$ cat src/rtl/tws_pkg.sv
package tws_pkg;

   localparam int unsigned BYTE_W = 8;
   localparam int unsigned CNT_W  = $clog2(BYTE_W + 1);

   // Transaction phases of the command engine
   typedef enum logic [3:0] {
      ST_IDLE,
      ST_ID,
      ST_ID_ACK,
      ST_ADDR,
      ST_ADDR_ACK,
      ST_WDATA,
      ST_WDATA_ACK,
      ST_HOLD,
      ST_RDATA,
      ST_RD_ACK
   } tws_state_e;

endpackage

$ cat src/rtl/tws_sync.sv
// Multi-line, multi-stage flop synchroniser with a selectable reset level.
module tws_sync #(
   parameter int unsigned        LINES   = 2,
   parameter int unsigned        STAGES  = 2,
   parameter logic [LINES-1:0]   RST_VAL = '1
) (
   input  logic             clk,
   input  logic             rst_n,
   input  logic [LINES-1:0] d,
   output logic [LINES-1:0] q
);

   if (STAGES < 2) begin : g_bad_stages
      $error("tws_sync: STAGES must be at least 2");
   end
   if (LINES < 1) begin : g_bad_lines
      $error("tws_sync: LINES must be at least 1");
   end

   logic [STAGES-1:0][LINES-1:0] chain;

   always_ff @(posedge clk or negedge rst_n) begin
      if (!rst_n) begin
         chain <= {STAGES{RST_VAL}};
      end else begin
         chain <= {chain[STAGES-2:0], d};
      end
   end

   assign q = chain[STAGES-1];

endmodule

$ cat src/rtl/tws_cond.sv
// Edge and bus-condition detector on synchronised SCL/SDA.
module tws_cond (
   input  logic clk,
   input  logic rst_n,
   input  logic scl_s,
   input  logic sda_s,
   output logic scl_rise,
   output logic scl_fall,
   output logic start_det,
   output logic stop_det
);

   logic scl_q;
   logic sda_q;

   always_ff @(posedge clk or negedge rst_n) begin
      if (!rst_n) begin
         scl_q <= 1'b1;
         sda_q <= 1'b1;
      end else begin
         scl_q <= scl_s;
         sda_q <= sda_s;
      end
   end

   assign scl_rise  =  scl_s & ~scl_q;
   assign scl_fall  = ~scl_s &  scl_q;
   // SDA moves while SCL stays high across both samples
   assign start_det =  scl_s & scl_q &  sda_q & ~sda_s;
   assign stop_det  =  scl_s & scl_q & ~sda_q &  sda_s;

endmodule

$ cat src/rtl/tws_ptr.sv
// Register pointer with load and wrapping increment.
module tws_ptr #(
   parameter int unsigned AW   = 8,
   parameter int unsigned WRAP = 8
) (
   input  logic          clk,
   input  logic          rst_n,
   input  logic          load,
   input  logic [AW-1:0] load_val,
   input  logic          step,
   output logic [AW-1:0] ptr
);

   localparam int unsigned TOP    = (1 << AW) - 1;
   localparam logic [AW-1:0] WRAP_V = AW'(WRAP);

   if (WRAP > TOP) begin : g_bad_wrap
      $error("tws_ptr: WRAP does not fit in AW bits");
   end

   logic [AW-1:0] ptr_next;

   if (WRAP == TOP) begin : g_natural_wrap
      assign ptr_next = ptr + 1'b1;
   end else begin : g_compare_wrap
      assign ptr_next = (ptr == WRAP_V) ? '0 : ptr + 1'b1;
   end

   always_ff @(posedge clk or negedge rst_n) begin
      if (!rst_n) begin
         ptr <= '0;
      end else if (load) begin
         ptr <= load_val;
      end else if (step) begin
         ptr <= ptr_next;
      end
   end

endmodule

$ cat src/rtl/tws_cmd_engine.sv
// Two-wire slave command engine: header decode, pointer, one-byte write,
// streaming read, open-drain drive enable.
module tws_cmd_engine
   import tws_pkg::*;
#(
   parameter int unsigned SYNC_STAGES = 2,
   parameter int unsigned ADDR_W      = 8,
   parameter int unsigned STRAP_W     = 3,
   parameter logic [6:0]  ID_PREFIX   = 7'h0A,
   parameter int unsigned WRAP_ADDR   = 8,
   parameter logic [15:0] IMM_MASK    = 16'h010F
) (
   input  logic              clk,
   input  logic              rst_n,
   input  logic              scl_i,
   input  logic              sda_i,
   output logic              sda_oe,
   input  logic [2:0]        strap_addr,
   input  logic              wr_permit,
   input  logic              busy_i,
   output logic [7:0]        reg_addr,
   output logic [7:0]        reg_wdata,
   output logic              reg_we,
   input  logic [7:0]        reg_rdata,
   output logic              commit_stb
);

   localparam int unsigned PFX_W = BYTE_W - 1 - STRAP_W;
   localparam logic [CNT_W-1:0] LAST_BIT = CNT_W'(BYTE_W);

   if (ADDR_W != BYTE_W) begin : g_bad_addr_w
      $error("tws_cmd_engine: ADDR_W must equal the byte width");
   end
   if (STRAP_W != 3) begin : g_bad_strap_w
      $error("tws_cmd_engine: STRAP_W must match the strap port width");
   end
   if (PFX_W < 1) begin : g_bad_prefix
      $error("tws_cmd_engine: no room left for the ID prefix");
   end

   // ---------------- line conditioning ----------------
   logic [1:0] sync_q;
   logic       scl_s, sda_s;
   logic       scl_rise, scl_fall, start_det, stop_det;

   tws_sync #(
      .LINES   (2),
      .STAGES  (SYNC_STAGES),
      .RST_VAL (2'b11)
   ) u_sync (
      .clk   (clk),
      .rst_n (rst_n),
      .d     ({scl_i, sda_i}),
      .q     (sync_q)
   );

   assign {scl_s, sda_s} = sync_q;

   tws_cond u_cond (
      .clk       (clk),
      .rst_n     (rst_n),
      .scl_s     (scl_s),
      .sda_s     (sda_s),
      .scl_rise  (scl_rise),
      .scl_fall  (scl_fall),
      .start_det (start_det),
      .stop_det  (stop_det)
   );

   // ---------------- engine state ----------------
   tws_state_e        state;
   logic [CNT_W-1:0]  bitcnt;
   logic [BYTE_W-1:0] rx_sh;
   logic [BYTE_W-1:0] tx_sh;
   logic              rw_q;
   logic              mack_q;
   logic              wr_done;
   logic              oe_q;
   logic              we_q;
   logic              commit_q;
   logic [BYTE_W-1:0] wdata_q;
   logic [ADDR_W-1:0] ptr;

   logic evt_ok;
   logic byte_end;
   logic ptr_load;
   logic ptr_step;
   logic id_hit;

   function automatic logic imm_hit(input logic [ADDR_W-1:0] a);
      return (a < ADDR_W'(16)) && IMM_MASK[a[3:0]];
   endfunction

   assign evt_ok   = !busy_i && !start_det && !stop_det;
   assign byte_end = scl_fall && (bitcnt == LAST_BIT);
   assign ptr_load = evt_ok && (state == ST_ADDR)  && byte_end;
   assign ptr_step = evt_ok && (state == ST_RDATA) && byte_end;
   assign id_hit   = (rx_sh[BYTE_W-1 -: PFX_W] == ID_PREFIX[PFX_W-1:0]) &&
                     (rx_sh[STRAP_W:1] == strap_addr);

   tws_ptr #(
      .AW   (ADDR_W),
      .WRAP (WRAP_ADDR)
   ) u_ptr (
      .clk      (clk),
      .rst_n    (rst_n),
      .load     (ptr_load),
      .load_val (rx_sh[ADDR_W-1:0]),
      .step     (ptr_step),
      .ptr      (ptr)
   );

   always_ff @(posedge clk or negedge rst_n) begin
      if (!rst_n) begin
         state    <= ST_IDLE;
         bitcnt   <= '0;
         rx_sh    <= '0;
         tx_sh    <= '0;
         rw_q     <= 1'b0;
         mack_q   <= 1'b0;
         wr_done  <= 1'b0;
         oe_q     <= 1'b0;
         we_q     <= 1'b0;
         commit_q <= 1'b0;
         wdata_q  <= '0;
      end else begin
         we_q     <= 1'b0;
         commit_q <= 1'b0;
         if (busy_i) begin
            state   <= ST_IDLE;
            oe_q    <= 1'b0;
            wr_done <= 1'b0;
         end else if (start_det) begin
            state   <= ST_ID;
            bitcnt  <= '0;
            oe_q    <= 1'b0;
            wr_done <= 1'b0;
         end else if (stop_det) begin
            state    <= ST_IDLE;
            oe_q     <= 1'b0;
            commit_q <= wr_done;
            wr_done  <= 1'b0;
         end else begin
            unique case (state)
               ST_IDLE: begin
               end
               ST_ID, ST_ADDR, ST_WDATA: begin
                  if (scl_rise) begin
                     rx_sh  <= {rx_sh[BYTE_W-2:0], sda_s};
                     bitcnt <= bitcnt + 1'b1;
                  end else if (byte_end) begin
                     bitcnt <= '0;
                     if (state == ST_ID) begin
                        if (id_hit) begin
                           oe_q  <= 1'b1;
                           rw_q  <= rx_sh[0];
                           state <= ST_ID_ACK;
                        end else begin
                           state <= ST_IDLE;
                        end
                     end else if (state == ST_ADDR) begin
                        oe_q  <= 1'b1;
                        state <= ST_ADDR_ACK;
                     end else if (wr_permit) begin
                        oe_q    <= 1'b1;
                        wdata_q <= rx_sh;
                        we_q    <= imm_hit(ptr);
                        wr_done <= 1'b1;
                        state   <= ST_WDATA_ACK;
                     end else begin
                        state <= ST_IDLE;
                     end
                  end
               end
               ST_ID_ACK: begin
                  if (scl_fall) begin
                     bitcnt <= '0;
                     if (rw_q) begin
                        oe_q  <= ~reg_rdata[BYTE_W-1];
                        tx_sh <= {reg_rdata[BYTE_W-2:0], 1'b0};
                        state <= ST_RDATA;
                     end else begin
                        oe_q  <= 1'b0;
                        state <= ST_ADDR;
                     end
                  end
               end
               ST_ADDR_ACK: begin
                  if (scl_fall) begin
                     oe_q   <= 1'b0;
                     bitcnt <= '0;
                     state  <= ST_WDATA;
                  end
               end
               ST_WDATA_ACK: begin
                  if (scl_fall) begin
                     oe_q  <= 1'b0;
                     state <= ST_HOLD;
                  end
               end
               ST_HOLD: begin
               end
               ST_RDATA: begin
                  if (scl_rise) begin
                     bitcnt <= bitcnt + 1'b1;
                  end else if (byte_end) begin
                     oe_q   <= 1'b0;
                     bitcnt <= '0;
                     mack_q <= 1'b0;
                     state  <= ST_RD_ACK;
                  end else if (scl_fall) begin
                     oe_q  <= ~tx_sh[BYTE_W-1];
                     tx_sh <= {tx_sh[BYTE_W-2:0], 1'b0};
                  end
               end
               ST_RD_ACK: begin
                  if (scl_rise) begin
                     mack_q <= ~sda_s;
                  end else if (scl_fall) begin
                     if (mack_q) begin
                        oe_q  <= ~reg_rdata[BYTE_W-1];
                        tx_sh <= {reg_rdata[BYTE_W-2:0], 1'b0};
                        state <= ST_RDATA;
                     end else begin
                        state <= ST_IDLE;
                     end
                  end
               end
               default: state <= ST_IDLE;
            endcase
         end
      end
   end

   assign sda_oe     = oe_q;
   assign reg_we     = we_q;
   assign commit_stb = commit_q;
   assign reg_wdata  = wdata_q;
   assign reg_addr   = ptr;

endmodule

$ cat config.mk
export PLATFORM = sky130hd
export DESIGN_NAME = tws_cmd_engine
export DESIGN_NICKNAME = d
export VERILOG_FILES = /design/src/rtl/tws_pkg.sv /design/src/rtl/tws_sync.sv /design/src/rtl/tws_cond.sv /design/src/rtl/tws_ptr.sv /design/src/rtl/tws_cmd_engine.sv
export SDC_FILE = /design/constraint.sdc
export NUM_CORES = 1
export LEC_CHECK = 0
export CELL_PAD_IN_SITES_DETAIL_PLACEMENT = 2
export CELL_PAD_IN_SITES_GLOBAL_PLACEMENT = 2
export CORE_MARGIN = 5
export CORE_UTILIZATION = 31
export DETAILED_ROUTE_END_ITERATION = 6
export HOLD_SLACK_MARGIN = 0.06
export PLACE_DENSITY_LB_ADDON = 0.1
export SYNTH_ARGS = -nofsm -noshare
export SYNTH_HDL_FRONTEND = slang
export SYNTH_SLANG_ARGS = --single-unit
$ cat constraint.sdc
create_clock -name clk -period 2.24 [get_ports clk]
set_input_delay 0.224 -clock clk [delete_from_list [all_inputs] [get_ports clk]]
set_output_delay 0.224 -clock clk [all_outputs]
set_load 0.02 [all_outputs]
==> results.md <==
- Final wirelength: just over 9000 um
- DR iter-0 viols: 76
- Vias: ~2600
- CTS tree: done
- Layout area overhead: 31.8%
- Cell count after placement: 463
- IO Pins: 36
- Port buffer count: 35
- Min-delay src: scl_i
- Die Wd: 105 um
- Worst Setup End Kind: flip-flop
- Unrepaired setup endpoints after global routing: yes
- Final setup fails: 0
- Max Fanout on Critical Path: 14
- Clk sink count: a little over 50
- Layout Cells excl Fill: about 470
- Skew-Pair Late Insertion Delay: roughly 0.31 ns
- Largest net degree at the start of global routing: 27
- Die area: between 10000 and 15000 sq um
- Height of the die: around 110 um
- Residual DRC: 0
- Initial antenna violation count: 0
- Slew @ Worst Pin: 0.621 ns
- Via density: roughly 5.4
- Total power: around 0.0019 W
- Worst IR Drop VDD: between 0.2 and 0.25 mV
- Post-DP HPWL: ~7000 um
- RR Endpoint: tx_sh[2]
- Final worst slack: roughly 0.061 ns
- CTS Root Buffer Type: clkbuf_8
- Number of global-route vias before repair: 2818
- Outcome: finished, final reports clean
- Syn nets: about 310
- Starting Density: a little under a third
- Fin. max-slew vios: 0
- FF-to-FF Start: state[0]
- H-Tree Depth: 2
- PD cells: approximately 510 nW/um^2
- Worst hold slack: 0.309 ns
- Leakage: about 1.6 nW
- Proportion of layout cells with a drive suffix above 1: roughly a quarter
- Worst R2R Setup Slack: 0.06 ns
- Clock-pin transition on the worst setup and hold timing paths: 0.10 ns
- Yosys warnings: 0
- R2R cell count: 8
- GPL Wtd Cong: 0.817
- GRT Total Usage: between 10% and 20%
- Global-route wire length before repair: about 15000 um
- Post-synth ARST share: between 90% and 100%
- Synth cell types: 55
- Final worst-path cycle share: a little over nine tenths
- Synth Area per Inst: 9.65 sq um
- Diode count: 0
- Post-Place Worst Slack: -0.0392 ns
- CP Data Arrival Time: ~2.4 ns
- CP Launch Type: flip-flop
- Final-report hold violation count: 0
- CORE AREA: 8810 sq um
- Row Count: 34
- MaxCap Viol Count: 0
- Sequential fraction of the synthesis area: between 40% and 50%
- Post-Syn Instances: around 290
- TritonCTS buffer count: 5
- CP required: ~2.5 ns
- Clock skew: about 0.0085 ns
- Clock tree buffer depth: 2
- Post-layout util: a little over two fifths
- Fin crit period: 2.18 ns
- Worst setup path category: flip-flop to flip-flop
- Hold depth: 1
- Cell area after synthesis: between 2000 and 3000 sq um
- Peak Freq: roughly 0.46 GHz
- Nets@finish: about 390
- Register bit total from synthesis: between 50 and 60
- Hold Path End: u_sync.chain[1]
- Slew headroom: around three fifths
- Antenna viol nets, final: 0
- Initial DRT Pass Iterations: 4
- Post-synth EDFFs: 0
- GRT overflow: 0
- Most used DFF post-synth: dfrtp_1
- Avg WL per Cell: 19.4 um
- Worst Hold Class: primary input to flip-flop
[worst max-delay path, stage by stage (launching register included)]
cell and delay (ns):
dfrtp_2 0.51, or2_2 0.39, buf_4 0.17, o32ai_1 0.10, nand2_1 0.15, nor4_2 0.33
buf_4 0.26, nor2_1 0.06, a21oi_1 0.12
[logic make-up (layout without fill, tap and decap cells)]
group | count (synthesis) | after routing | share of synthesized area (%)
and+or+nand+nor | 103 | 103 | 18.9
AOI/OAI and AO/OA | 71 | 71 | 16.9
buffers and inverters | 31 | 104 | 4.93
adders and majority gates | 4 | 4 | 1.78
DFF | 51 | 51 | 45.6
muxes | 26 | 26 | 10.0
xor gates and xnor gates | 6 | 6 | 1.86
[worst max path at each step]
stage / startpoint / to / slack [ns] / cells past startpoint
2_1_floorplan: u_sync.q[0] / u_ptr.ptr[5] / 0.02 / 7
3_3_place_gp: busy_i / u_ptr.ptr[5] / 0.02 / 7
3_5_place_dp: bitcnt[0] / u_ptr.ptr[5] / -0.04 / 8
4_1_cts: bitcnt[0] / u_ptr.ptr[5] / 0.02 / 8
5_1_grt: state[0] / state[3] / -0.01 / 5
6_report: state[0] / tx_sh[2] / 0.06 / 8
[cell type report]
type	count	area, sq um
clock buffer	6	72.6
inverter	15	56.3
timing repair buffer	81	693
tap	108	135
sequential	51	1290
clock inverter	2	38.8
multi-input combinational	210	1430
fill	994	5090
[stage by stage]
| stage | TNS [ns] | instance area, sq um |
|---|---|---|
| 2_1_floorplan | 0 | 2820 |
| 3_3_place_gp | 0 | 3560 |
| 3_5_place_dp | -0.0555 | 3560 |
| 4_1_cts | 0 | 3690 |
| 5_1_grt | -0.0529 | 3710 |
| 6_report | 0 | 3710 |
[flip-flops by register name, indices dropped and copies added (netlist names)]
signal / flops
u_sync.chain: 2
u_cond.scl_q: 1
sda_oe: 1
wr_done: 1
tx_sh: 7
rw_q: 1
reg_wdata: 8
mack_q: 1
commit_stb: 1
reg_we: 1
u_ptr.ptr: 8
u_sync.q: 2
u_cond.sda_q: 1
state: 4
rx_sh: 8
bitcnt: 4
[repair_timing]
item	in CTS	in global routing
buffers inserted	0	1
hold buffers	1	0
gates resized for setup	2	8
hold endpoints to repair	22	0
pin swaps	0	1
gates cloned	0	0
setup endpoints to repair	4	20
[report_power, final]
part / internal, W / switching, W
Sequential: 0.000958 / 0.0000473
Combinational: 0.0000993 / 0.0000979
Clock: 0.000339 / 0.000341
Total: 0.00140 / 0.000486
[synth_stat cells, drive strengths merged, types with 2 or more instances]
master    n  area, sq um
mux2     18          203
a211oi    3         27.5
ha        4         50.1
a221o     5         52.6
o41ai     2         17.5
inv      15         56.3
nor4b     2         17.5
and3      6         38.8
or4       3         22.5
nor2b     3         18.8
nand4     3         18.8
nor4      6         37.5
o311ai    2         17.5
nor2     24         90.1
nand3    12         60.1
mux2i     8         80.1
or2       3         18.8
xnor2     5         43.8
a311oi    2         17.5
o21ai    19         95.1
dfstp     6          158
nor3      6         30.0
o32ai     2         17.5
nand3b    2         15.0
dfrtp    45         1130
a31oi     2         12.5
buf      10         58.8
a21oi    19         95.1
clkbuf    6         23.8
o21bai    3         22.5
nand2    23         86.3
nand2b    5         38.8
o2bb2ai   2         17.5
nor3b     2         15.0
a2111oi   3         26.3
[routing by layer]
| metal | global-route usage [%] | vias up | share of wire [%] |
|---|---|---|---|
| met5 | 0 | - | 0 |
| met2 | 27.6 | 29 | 48 |
| met3 | 2.38 | 6 | 2.1 |
| li1 | - | 1211 | - |
| met4 | 4.12 | 0 | 0.75 |
| met1 | 24.1 | 1310 | 50 |
[layout by cell type (no fill, tap or decap), types with 3 or more instances in the layout]
| cell type | n |
|---|---|
| a21oi_1 | 19 |
| a221o_1 | 3 |
| and3_1 | 5 |
| buf_4 | 45 |
| clkbuf_8 | 5 |
| clkdlybuf4s50_1 | 34 |
| dfrtp_1 | 41 |
| dfrtp_2 | 4 |
| dfstp_2 | 6 |
| ha_1 | 4 |
| inv_1 | 15 |
| mux2_2 | 18 |
| mux2i_1 | 8 |
| nand2_1 | 23 |
| nand2b_1 | 4 |
| nand3_1 | 12 |
| nand4_1 | 3 |
| nor2_1 | 22 |
| nor2b_1 | 3 |
| nor3_1 | 6 |
| nor4_1 | 5 |
| o21ai_0 | 19 |
| o21bai_1 | 3 |
| xnor2_1 | 5 |
(Power assumes the default switching activity.)
